## src/rtl/icl_pkg.sv

```systemverilog
package icl_pkg;
  typedef enum logic [1:0] {
    CMD_NONE    = 2'b00,
    CMD_INV     = 2'b01,
    CMD_PUSH    = 2'b10,
    CMD_INV_ALL = 2'b11
  } cmd_e;

  typedef enum logic {
    ST_IDLE = 1'b0,
    ST_FILL = 1'b1
  } state_e;
endpackage

```

## src/rtl/icl_tag_store.sv

```systemverilog
module icl_tag_store #(
  parameter int SETS   = 16,
  parameter int WAYS   = 4,
  parameter int TAG_W  = 24,
  parameter int DATA_W = 32,
  localparam int IDX_W = $clog2(SETS),
  localparam int WAY_W = $clog2(WAYS)
) (
  input  logic              clk_i,
  input  logic              rst_ni,
  input  logic [IDX_W-1:0]  lk_idx_i,
  input  logic [TAG_W-1:0]  lk_tag_i,
  output logic              lk_hit_o,
  output logic [DATA_W-1:0] lk_data_o,
  input  logic [IDX_W-1:0]  vs_idx_i,
  output logic [WAYS-1:0]   vs_valid_o,
  input  logic              wr_en_i,
  input  logic [IDX_W-1:0]  wr_idx_i,
  input  logic [WAY_W-1:0]  wr_way_i,
  input  logic [TAG_W-1:0]  wr_tag_i,
  input  logic [DATA_W-1:0] wr_data_i,
  input  logic              inv_en_i,
  input  logic [IDX_W-1:0]  inv_idx_i,
  input  logic [TAG_W-1:0]  inv_tag_i,
  input  logic              inv_all_i
);
  logic [WAYS-1:0]   valid_q [SETS];
  logic [TAG_W-1:0]  tag_q   [SETS][WAYS];
  logic [DATA_W-1:0] data_q  [SETS][WAYS];
  logic [WAYS-1:0]   inv_match;

  always_comb begin
    lk_hit_o  = 1'b0;
    lk_data_o = '0;
    for (int w = 0; w < WAYS; w++) begin
      if (valid_q[lk_idx_i][w] && tag_q[lk_idx_i][w] == lk_tag_i) begin
        lk_hit_o  = 1'b1;
        lk_data_o = data_q[lk_idx_i][w];
      end
    end
  end

  assign vs_valid_o = valid_q[vs_idx_i];

  for (genvar w = 0; w < WAYS; w++) begin : g_inv
    assign inv_match[w] = valid_q[inv_idx_i][w] && (tag_q[inv_idx_i][w] == inv_tag_i);
  end

  // command clears first, a same-cycle fill write lands after it
  always_ff @(posedge clk_i or negedge rst_ni) begin
    if (!rst_ni) begin
      for (int s = 0; s < SETS; s++) valid_q[s] <= '0;
    end else begin
      if (inv_all_i) begin
        for (int s = 0; s < SETS; s++) valid_q[s] <= '0;
      end else if (inv_en_i) begin
        valid_q[inv_idx_i] <= valid_q[inv_idx_i] & ~inv_match;
      end
      if (wr_en_i) valid_q[wr_idx_i][wr_way_i] <= 1'b1;
    end
  end

  always_ff @(posedge clk_i) begin
    if (wr_en_i) begin
      tag_q[wr_idx_i][wr_way_i]  <= wr_tag_i;
      data_q[wr_idx_i][wr_way_i] <= wr_data_i;
    end
  end
endmodule

```

## src/rtl/icl_victim.sv

```systemverilog
module icl_victim #(
  parameter int WAYS = 4,
  localparam int WAY_W = $clog2(WAYS)
) (
  input  logic             clk_i,
  input  logic             rst_ni,
  input  logic [WAYS-1:0]  valid_i,
  output logic [WAY_W-1:0] way_o
);
  logic [WAY_W-1:0] cnt_q;
  logic             found;

  always_ff @(posedge clk_i or negedge rst_ni) begin
    if (!rst_ni) cnt_q <= '0;
    else         cnt_q <= cnt_q + 1'b1;
  end

  always_comb begin
    way_o = cnt_q;
    found = 1'b0;
    for (int w = 0; w < WAYS; w++) begin
      if (!valid_i[w] && !found) begin
        way_o = WAY_W'(w);
        found = 1'b1;
      end
    end
  end
endmodule

```

## src/rtl/icl_ctrl.sv

```systemverilog
module icl_ctrl
  import icl_pkg::*;
#(
  parameter int TAG_W  = 24,
  parameter int IDX_W  = 4,
  parameter int DATA_W = 32
) (
  input  logic              clk_i,
  input  logic              rst_ni,
  input  logic              fetch_req_i,
  input  logic [TAG_W-1:0]  fetch_tag_i,
  input  logic [IDX_W-1:0]  fetch_idx_i,
  input  logic              hit_i,
  input  logic [DATA_W-1:0] hit_data_i,
  input  logic              fill_ack_i,
  input  logic [DATA_W-1:0] fill_data_i,
  output logic              ready_o,
  output logic              rsp_valid_o,
  output logic              rsp_hit_o,
  output logic [DATA_W-1:0] rsp_data_o,
  output logic              fill_req_o,
  output logic [TAG_W-1:0]  fill_tag_o,
  output logic [IDX_W-1:0]  fill_idx_o,
  output logic              fill_done_o
);
  state_e state_q;
  logic   accept;

  assign ready_o     = (state_q == ST_IDLE);
  assign accept      = fetch_req_i && ready_o;
  assign fill_done_o = (state_q == ST_FILL) && fill_ack_i;

  always_ff @(posedge clk_i or negedge rst_ni) begin
    if (!rst_ni) begin
      state_q     <= ST_IDLE;
      rsp_valid_o <= 1'b0;
      rsp_hit_o   <= 1'b0;
      rsp_data_o  <= '0;
      fill_req_o  <= 1'b0;
      fill_tag_o  <= '0;
      fill_idx_o  <= '0;
    end else begin
      rsp_valid_o <= 1'b0;
      if (accept && hit_i) begin
        rsp_valid_o <= 1'b1;
        rsp_hit_o   <= 1'b1;
        rsp_data_o  <= hit_data_i;
      end else if (accept) begin
        state_q    <= ST_FILL;
        fill_req_o <= 1'b1;
        fill_tag_o <= fetch_tag_i;
        fill_idx_o <= fetch_idx_i;
      end else if (fill_done_o) begin
        state_q     <= ST_IDLE;
        fill_req_o  <= 1'b0;
        rsp_valid_o <= 1'b1;
        rsp_hit_o   <= 1'b0;
        rsp_data_o  <= fill_data_i;
      end
    end
  end
endmodule

```

## src/rtl/icache_line_ctrl.sv

```systemverilog
module icache_line_ctrl
  import icl_pkg::*;
#(
  parameter int ADDR_W = 32,
  parameter int DATA_W = 32,
  parameter int OFF_W  = 4,
  parameter int SETS   = 16,
  parameter int WAYS   = 4
) (
  input  logic              clk_i,
  input  logic              rst_ni,
  input  logic              fetch_req_i,
  input  logic [ADDR_W-1:0] fetch_addr_i,
  output logic              fetch_ready_o,
  output logic              fetch_valid_o,
  output logic              fetch_hit_o,
  output logic [DATA_W-1:0] fetch_data_o,
  output logic              fill_req_o,
  output logic [ADDR_W-1:0] fill_addr_o,
  input  logic              fill_ack_i,
  input  logic [DATA_W-1:0] fill_data_i,
  input  logic              cmd_valid_i,
  input  logic [1:0]        cmd_op_i,
  input  logic [ADDR_W-1:0] cmd_addr_i,
  input  logic              snoop_valid_i,
  input  logic              snoop_write_i,
  input  logic [ADDR_W-1:0] snoop_addr_i
);
  localparam int IDX_W = $clog2(SETS);
  localparam int TAG_W = ADDR_W - IDX_W - OFF_W;
  localparam int WAY_W = $clog2(WAYS);

  logic [IDX_W-1:0]  f_idx, c_idx, fill_idx;
  logic [TAG_W-1:0]  f_tag, c_tag, fill_tag;
  logic              hit, fill_done, inv_en, inv_all;
  logic [DATA_W-1:0] hit_data;
  logic [WAYS-1:0]   set_valid;
  logic [WAY_W-1:0]  victim_way;
  cmd_e              op;
  logic              snoop_unused;

  assign f_idx = fetch_addr_i[OFF_W +: IDX_W];
  assign f_tag = fetch_addr_i[ADDR_W-1 -: TAG_W];
  assign c_idx = cmd_addr_i[OFF_W +: IDX_W];
  assign c_tag = cmd_addr_i[ADDR_W-1 -: TAG_W];

  assign op      = cmd_e'(cmd_op_i);
  assign inv_en  = cmd_valid_i && (op == CMD_INV || op == CMD_PUSH);
  assign inv_all = cmd_valid_i && (op == CMD_INV_ALL);

  // not a snooping cache: bus events and byte offsets go nowhere
  assign snoop_unused = ^{snoop_valid_i, snoop_write_i, snoop_addr_i,
                          fetch_addr_i[OFF_W-1:0], cmd_addr_i[OFF_W-1:0]};

  assign fill_addr_o = {fill_tag, fill_idx, {OFF_W{1'b0}}};

  icl_tag_store #(
    .SETS(SETS), .WAYS(WAYS), .TAG_W(TAG_W), .DATA_W(DATA_W)
  ) u_store (
    .clk_i      (clk_i),
    .rst_ni     (rst_ni),
    .lk_idx_i   (f_idx),
    .lk_tag_i   (f_tag),
    .lk_hit_o   (hit),
    .lk_data_o  (hit_data),
    .vs_idx_i   (fill_idx),
    .vs_valid_o (set_valid),
    .wr_en_i    (fill_done),
    .wr_idx_i   (fill_idx),
    .wr_way_i   (victim_way),
    .wr_tag_i   (fill_tag),
    .wr_data_i  (fill_data_i),
    .inv_en_i   (inv_en),
    .inv_idx_i  (c_idx),
    .inv_tag_i  (c_tag),
    .inv_all_i  (inv_all)
  );

  icl_victim #(.WAYS(WAYS)) u_victim (
    .clk_i   (clk_i),
    .rst_ni  (rst_ni),
    .valid_i (set_valid),
    .way_o   (victim_way)
  );

  icl_ctrl #(.TAG_W(TAG_W), .IDX_W(IDX_W), .DATA_W(DATA_W)) u_ctrl (
    .clk_i       (clk_i),
    .rst_ni      (rst_ni),
    .fetch_req_i (fetch_req_i),
    .fetch_tag_i (f_tag),
    .fetch_idx_i (f_idx),
    .hit_i       (hit),
    .hit_data_i  (hit_data),
    .fill_ack_i  (fill_ack_i),
    .fill_data_i (fill_data_i),
    .ready_o     (fetch_ready_o),
    .rsp_valid_o (fetch_valid_o),
    .rsp_hit_o   (fetch_hit_o),
    .rsp_data_o  (fetch_data_o),
    .fill_req_o  (fill_req_o),
    .fill_tag_o  (fill_tag),
    .fill_idx_o  (fill_idx),
    .fill_done_o (fill_done)
  );
endmodule

```

## config.mk

```make
export PLATFORM = sky130hd
export DESIGN_NAME = icache_line_ctrl
export DESIGN_NICKNAME = d
export VERILOG_FILES = /design/src/rtl/icl_pkg.sv /design/src/rtl/icl_tag_store.sv /design/src/rtl/icl_victim.sv /design/src/rtl/icl_ctrl.sv /design/src/rtl/icache_line_ctrl.sv
export SDC_FILE = /design/constraint.sdc
export NUM_CORES = 2
export LEC_CHECK = 0
export ABC_AREA = 1
export BUFFER_PORTS_ARGS = -buffer_cell sky130_fd_sc_hd__buf_2
export CORE_MARGIN = 5
export CORE_UTILIZATION = 32
export DETAILED_ROUTE_END_ITERATION = 12
export GPL_ROUTABILITY_DRIVEN = 0
export PLACE_DENSITY = 0.46
export SKIP_LAST_GASP = 1
export SYNTH_ARGS = -nofsm -noshare
export SYNTH_HDL_FRONTEND = slang
export SYNTH_SLANG_ARGS = --single-unit
```

## constraint.sdc

```tcl
create_clock -name clk_i -period 4.63 [get_ports clk_i]
set_input_delay 0.6945 -clock clk_i [delete_from_list [all_inputs] [get_ports clk_i]]
set_output_delay 0.6945 -clock clk_i [all_outputs]
set_load 0.02 [all_outputs]
```

Word-level counts from Yosys, hierarchy flattened
Memories as Yosys holds them, arrays and structs flattened.
Index checks and enable logic that the tools add are counted.
{ "totals": {"ramBits": 3584, "register_bits": 129, "elab_cells": 137, "mem_count": 2} }
{ "memory_table": {"columns": ["memory", "words", "word_bits", "rd", "rd_clocked_by_memory_dff", "write_ports", "line_no", "source"], "rows": [
  ["u_store.data_q", 16, 128, 1, 0, 1, "icl_tag_store.sv:29", "logic [DATA_W-1:0] data_q [SETS][WAYS];"],
  ["u_store.tag_q", 16, 96, 2, 0, 1, "icl_tag_store.sv:28", "logic [TAG_W-1:0] tag_q [SETS][WAYS];"]
]} }
{ "classes": {"mux": 50, "eq_ne": 12, "bitwise": 9, "n_addsub": 1, "n_reduce_logical": 31, "order_cmp": 9} }
{ "ops": {"columns": ["op", "count"], "rows": [
  ["32-bit two-way mux", 8],
  ["24-bit == test", 8],
  ["64-bit two-way mux", 3],
  ["128-bit two-way mux", 1],
  ["96-bit two-way mux", 1],
  ["64-bit bitwise mux", 1],
  ["32-bit demux with 2-bit select", 1],
  ["64-bit bitwise OR", 1],
  ["4-bit binary-select mux with 4-bit select", 3],
  ["24-bit demux with 2-bit select", 1],
  ["4-bit demux with 4-bit select", 2],
  ["4-bit two-way mux", 8],
  ["24-bit two-way mux", 1],
  ["1-bit logical AND", 20],
  ["5-bit greater-or-equal comparator, second input constant", 3],
  ["1-bit two-way mux", 15],
  ["4-bit inverter with 5-bit output", 3],
  ["5-bit by 1-bit < comparator with 1-bit output, second input constant", 2],
  ["2-bit two-way mux", 4],
  ["2-bit AND reduction", 3],
  ["1-bit zero test", 5],
  ["4-bit AND", 1],
  ["2-bit == test, second input constant", 2],
  ["4-bit inverter", 1],
  ["12 further kinds", 14]
]} }

Depth between registers and ports, before layout
{ "logic_depth": {"depth_word": 21, "ltp_mapped": 27} }

Hierarchy
From an unflattened synthesis, not the netlist that was laid out.
{ "hier_totals": {"hier_cells": 15128, "area_unflattened_um2": 164133.7} }
{ "by_module_without_submodules": {"columns": ["mod", "cells_each", "area_each_um2", "n_inst", "seq_area_each_um2"], "rows": [
  ["icl_tag_store", 14686, 160702.9, 1, 109224.8],
  ["icl_ctrl", 415, 3251.9, 1, 1576.5],
  ["icl_victim", 17, 117.6, 1, 50.0],
  ["icache_line_ctrl", 10, 61.3, 1, 0.0]
]} }

Worst setup path before layout
OpenSTA, ideal clock, no wires.
{ "synth_timing": {"path_kind": "register -> register", "from": "reg u_ctrl.fill_idx_o[1]", "to": "mem u_store.data_q[10][0] (netlist name), enable pin", "arrival_time_ns": 4.493, "required_time_ns": 4.158, "period_less_slack_ns": 4.965, "path_slack_ns": -0.335, "path_buffers": 3, "path_stages_with_launch": 11, "cell_sequence": "dfrtp_1 nand2_1 clkbuf_1 buf_2 o22ai_1 o21ai_0 nand4_1 a21oi_1 nand3_1 clkbuf_1 nor2_1"} }
{ "synth_via": {"elab_chain_cells": 19, "elab_cells_between_ends": 26} }
{ "synth_rtl": {"columns": ["item", "line_no", "source"], "rows": [
  ["start: declaration", "icl_ctrl.sv:23", "output logic [IDX_W-1:0] fill_idx_o,"],
  ["start signal: assignment", "icl_ctrl.sv:52", "fill_idx_o <= fetch_idx_i;"],
  ["4-bit inverter with 5-bit output (implied by the code)", "icl_tag_store.sv:43", "assign vs_valid_o = valid_q[vs_idx_i];"],
  ["4-bit binary-select mux with 4-bit select", "icl_tag_store.sv:43", null],
  ["4-bit two-way mux (implied by the code) (2 in a row)", "icl_tag_store.sv:43", null],
  ["1-bit zero test", "icl_victim.sv:22", "if (!valid_i[w] && !found) begin"],
  ["1-bit logical AND", "icl_victim.sv:22", null],
  ["1-bit two-way mux", "icl_victim.sv:22", null],
  ["1-bit zero test", "icl_victim.sv:22", null],
  ["1-bit logical AND", "icl_victim.sv:22", null],
  ["[2 not listed]", null, null],
  ["1-bit logical AND", "icl_victim.sv:22", null],
  ["2-bit two-way mux", "icl_victim.sv:22", null],
  ["2-bit inverter with 3-bit output (implied by the code)", "icl_tag_store.sv:66", "data_q[wr_idx_i][wr_way_i] <= wr_data_i;"],
  ["3-bit greater-or-equal comparator (implied by the code) or 3-bit by 1-bit < comparator with 1-bit output (tied branches)", "icl_tag_store.sv:66", null],
  ["1-bit logical AND (implied by the code)", "icl_tag_store.sv:66", null],
  ["32-bit two-way mux (implied by the code)", "icl_tag_store.sv:66", null],
  ["32-bit demux with 2-bit select", "icl_tag_store.sv:66", null],
  ["128-bit two-way mux (implied by the code)", "icl_tag_store.sv:66", null],
  ["end: declaration", "icl_tag_store.sv:29", null]
]} }
Several ways; a longest one is shown, not always the timed one. The select of a mux whose other input is x is not followed.

Worst setup path after layout
{ "layout_timing": {"from": "reg u_ctrl.fill_idx_o[0]", "to": "mem u_store.tag_q[9][21] (netlist name), enable pin"} }
{ "layout_via": {"elab_chain_cells": 19, "elab_cells_between_ends": 26} }
{ "layout_rtl": {"columns": ["item", "line_no", "source"], "rows": [
  ["4-bit inverter with 5-bit output (implied by the code)", "icl_tag_store.sv:43", null],
  ["4-bit binary-select mux with 4-bit select", "icl_tag_store.sv:43", null],
  ["4-bit two-way mux (implied by the code) (2 in a row)", "icl_tag_store.sv:43", null],
  ["1-bit zero test", "icl_victim.sv:22", null],
  ["1-bit logical AND", "icl_victim.sv:22", null],
  ["1-bit two-way mux", "icl_victim.sv:22", null],
  ["1-bit zero test", "icl_victim.sv:22", null],
  ["1-bit logical AND", "icl_victim.sv:22", null],
  ["[2 not listed]", null, null],
  ["1-bit logical AND", "icl_victim.sv:22", null],
  ["2-bit two-way mux", "icl_victim.sv:22", null],
  ["2-bit inverter with 3-bit output (implied by the code)", "icl_tag_store.sv:65", "tag_q[wr_idx_i][wr_way_i] <= wr_tag_i;"],
  ["3-bit greater-or-equal comparator (implied by the code) or 3-bit by 1-bit < comparator with 1-bit output (tied branches)", "icl_tag_store.sv:65", null],
  ["1-bit logical AND (implied by the code)", "icl_tag_store.sv:65", null],
  ["24-bit two-way mux (implied by the code)", "icl_tag_store.sv:65", null],
  ["24-bit demux with 2-bit select", "icl_tag_store.sv:65", null],
  ["96-bit two-way mux (implied by the code)", "icl_tag_store.sv:65", null],
  ["end: declaration", "icl_tag_store.sv:28", null]
]} }
Several ways; a longest one is shown, not always the timed one. The select of a mux whose other input is x is not followed.

==> results.md <==
* Logic pwr share at 10.5%
* Max-Cap Viols at 0
* H-Tree Depth at 5
* Int Power at 58.0 mW
* P_sw at 20.7 mW
* Non-Filler Instances at 22285
* Sequential fraction of the synthesis area at 67.9%
* Detail Placement HPWL at 402000 µm
* First-pass GRT wire length at 932000 µm
* Top cells by count, synth: edfxtp_1 (3584), nand2_1 (2894), o21ai_0 (1450)
* Ys flop type: edfxtp_1
* Num CTS Buffers at 412
* Avg Inst Size Synth at 11.0 µm²
* Critical path class: flip-flop to flip-flop
* Ys Warns at 0
* CP endpoint kind: flip-flop
* # setup viols final at 0
* Fill cell count at 49752
* Sequential share of power at 48.8%
* Post-CTS Resized at 0
* EDFF count, synth at 3584
* Reg area at 111000 µm²
* Vias in the first global route at 116249
* Root Buffer: clkbuf_16
* Residual DRC at 0
* Synth top area cells: edfxtp_1 (66%), nand2_1 (6.7%), o21ai_0 (4.4%)
* Final hold viol count at 0
* Final ANT Viol Nets at 0
* Final #Nets at 15336
* Clock Tree Buf Depth at 4
* Die height at 724 µm
* Initial antenna violation count at 59
* Buffers on Ports at 158
* Cell variety after synth at 42
* Tcrit/Tclk final at 95.4%
* Post-Syn Instances at 14913
* Vias at 124476
* Data arrival, critical path at 5.04 ns
* Postcts setup bufs at 0
* Core ar. at 509000 µm²
* Critical Path RT at 5.25 ns
* Fmax at 226 MHz
* CTS tree: done
* Die ar. at 525000 µm²
* Initial core utilization at 32.1%
* Fraction of registers with async set/reset at 3.47%
* Yosys top cell by area: edfxtp_1
* DR iter-0 viols at 15607
* Layout cell share with drive strength beyond 1 at 10.3%
* Worst-skew pair later-pin latency at 1.08 ns
* PnR Total Power at 78.7 mW
* Drt pass-1 iters at 6
* Placed Instance Area at 178000 µm²
* Multi-input logic area at 44500 µm²
* Total grt overflow at 0
* Cell area after layout at 191000 µm²
* Layout area overhead at 16.7%
* Max-slew violations at 0
* Mapped Area at 163000 µm²
* Clk slew on worst S/H paths at 0.06 ns
* GRT Total Usage at 24.9%
* Slew @ Worst Pin at 1.15 ns
* Leakage at 68.3 nW
* Worst-path fanout max at 26
* WHS at 0.0990 ns
* Post-CTS Hold Buffers at 5
* Status: finished clean
* Clk_skew at 0.141 ns
* Synth top area share at 65.9%
* Placed Cells at 21511
* Ports at 205
* Core Rows at 262
* Final TNS setup at 0 ns
* CP startpoint kind: flip-flop
* Largest net degree at the start of global routing at 198
* Power per Cell Area at 413 nW/µm²
* Routed len/inst at 30.4 µm
* Minimum clock period at 4.42 ns
* Chip width at 724 µm
* Sw frac at 26.3%
* HP Class: input pin to flip-flop
* Synth Register Bits at 3713
* Via/cell ratio at 5.59
* CTS sink count at 3713
* RSZ-0062 raised after global routing: false
* Portion of total power attributed to the clock network at 40.7%
* WL final at 678000 µm
* Slew margin rel. at 23.5%
* Count leader, synth: edfxtp_1
* Peak supply drop at 0.363 mV
## cell families after synthesis
| group | synth area share [%] |
|---|---|
| simple gates | 14.3 |
| flops | 67.9 |
| compound gates | 12.2 |
| buf+inv | 5.11 |
| xor+xnor | 0.391 |
| mux | 0.0858 |
| fa+ha+maj | 0.00766 |
| other cells | 0.00230 |
## area by class of cell
class	count	share of cell area, %
Sequential cell	3713	58.1
Multi-Input combinational cell	9131	23.3
Clock buffer	529	5.73
Timing Repair Buffer	911	5.25
Tap cell	6732	4.42
Inverter	1029	2.10
Clock inverter	217	0.986
Antenna cell	23	0.0302
## routing by layer
layer	vias up	part of all wire (%)	track usage [%]
met3	1198	8.4	4.02
met4	14	4.1	9.39
li1	54142	-	-
met2	6095	46	39.6
met5	-	0.014	0
met1	63027	42	34.2
## through the flow
stage | util [%] | worst slack, ns
2_1_floorplan | - | -0.335
6_report | 37.5 | 0.211
4_1_cts | 37.5 | 0.284
5_1_grt | 37.5 | 0.0712
3_3_place_gp | 34.9 | -0.0955
3_5_place_dp | 34.9 | -0.0870
## registers in the layout (all words and copies together) (netlist names)
signal and count:
u_ctrl.fill_req_o 1, u_ctrl.fill_idx_o 4, u_victim.cnt_q 2, u_store.data_q 2048, u_ctrl.fill_tag_o 24, u_ctrl.rsp_hit_o 1, u_store.tag_q 1536, u_ctrl.rsp_data_o 32
u_ctrl.rsp_valid_o 1, u_store.valid_q 64
## cell usage in the layout, fill, tap and decap left out, drive strengths merged, types with 4 or more instances in the layout
cell / Yosys / final
a21oi: 349 / 349
nor2: 1415 / 1415
a221o: 12 / 12
dlygate4sd3: 0 / 5
nand3: 1329 / 1329
diode: 0 / 23
inv: 1026 / 1039
o21ai: 1478 / 1478
dfrtp: 129 / 129
buf: 456 / 905
a31oi: 22 / 22
o31ai: 7 / 7
xor2: 70 / 70
bufinv: 0 / 22
a221oi: 29 / 29
nor3: 20 / 20
a22oi: 373 / 373
clkinvlp: 0 / 12
or2: 17 / 17
clkbuf: 587 / 530
edfxtp: 3584 / 3584
a32o: 27 / 27
o221ai: 263 / 263
conb: 1 / 4
o22ai: 606 / 606
mux2i: 14 / 14
o21a: 5 / 5
clkinv: 3 / 173
nand2: 2895 / 2895
o211ai: 130 / 130
nand4: 54 / 54
## power by group through the flow
stage | Clock [mW] | Sequential [mW] | Combinational, mW
after floorplan | 0 | 39.5 | 3.50
after global placement | 0 | 39.1 | 8.11
after detailed placement | 0 | 39.1 | 8.13
after CTS | 32.4 | 38.4 | 8.16
after global routing | 33.8 | 38.4 | 8.71
final | 32.0 | 38.4 | 8.25
## critical path, stage by stage, from the launching register on
cell and delay [ns]:
dfrtp_1 0.45, inv_1 0.10, nor2_1 0.04, inv_1 0.57, o22ai_1 0.14, o21ai_0 0.45, nand4_1 0.28, a21oi_1 0.41
nand3_2 0.32, nor2_4 0.73, buf_12 0.37
## path summary, 6_finish.rpt
check                      slack (ns)                     to                 start  depth (start not counted)
setup / recovery                 0.21   u_store.tag_q[9][21]  u_ctrl.fill_idx_o[0]                         10
hold / removal                    0.1   u_store.data_q[8][9]        fill_data_i[9]                          1
setup reg to reg                 0.21   u_store.tag_q[9][21]  u_ctrl.fill_idx_o[0]                         10
hold reg to reg                  0.46      u_victim.cnt_q[0]     u_victim.cnt_q[0]                          1
max in group asynchronous        3.04   u_ctrl.rsp_data_o[1]                rst_ni                          3
min in group asynchronous        0.29  u_ctrl.fill_tag_o[17]                rst_ni                          2
Note: power is estimated with default switching activity, not from simulation.
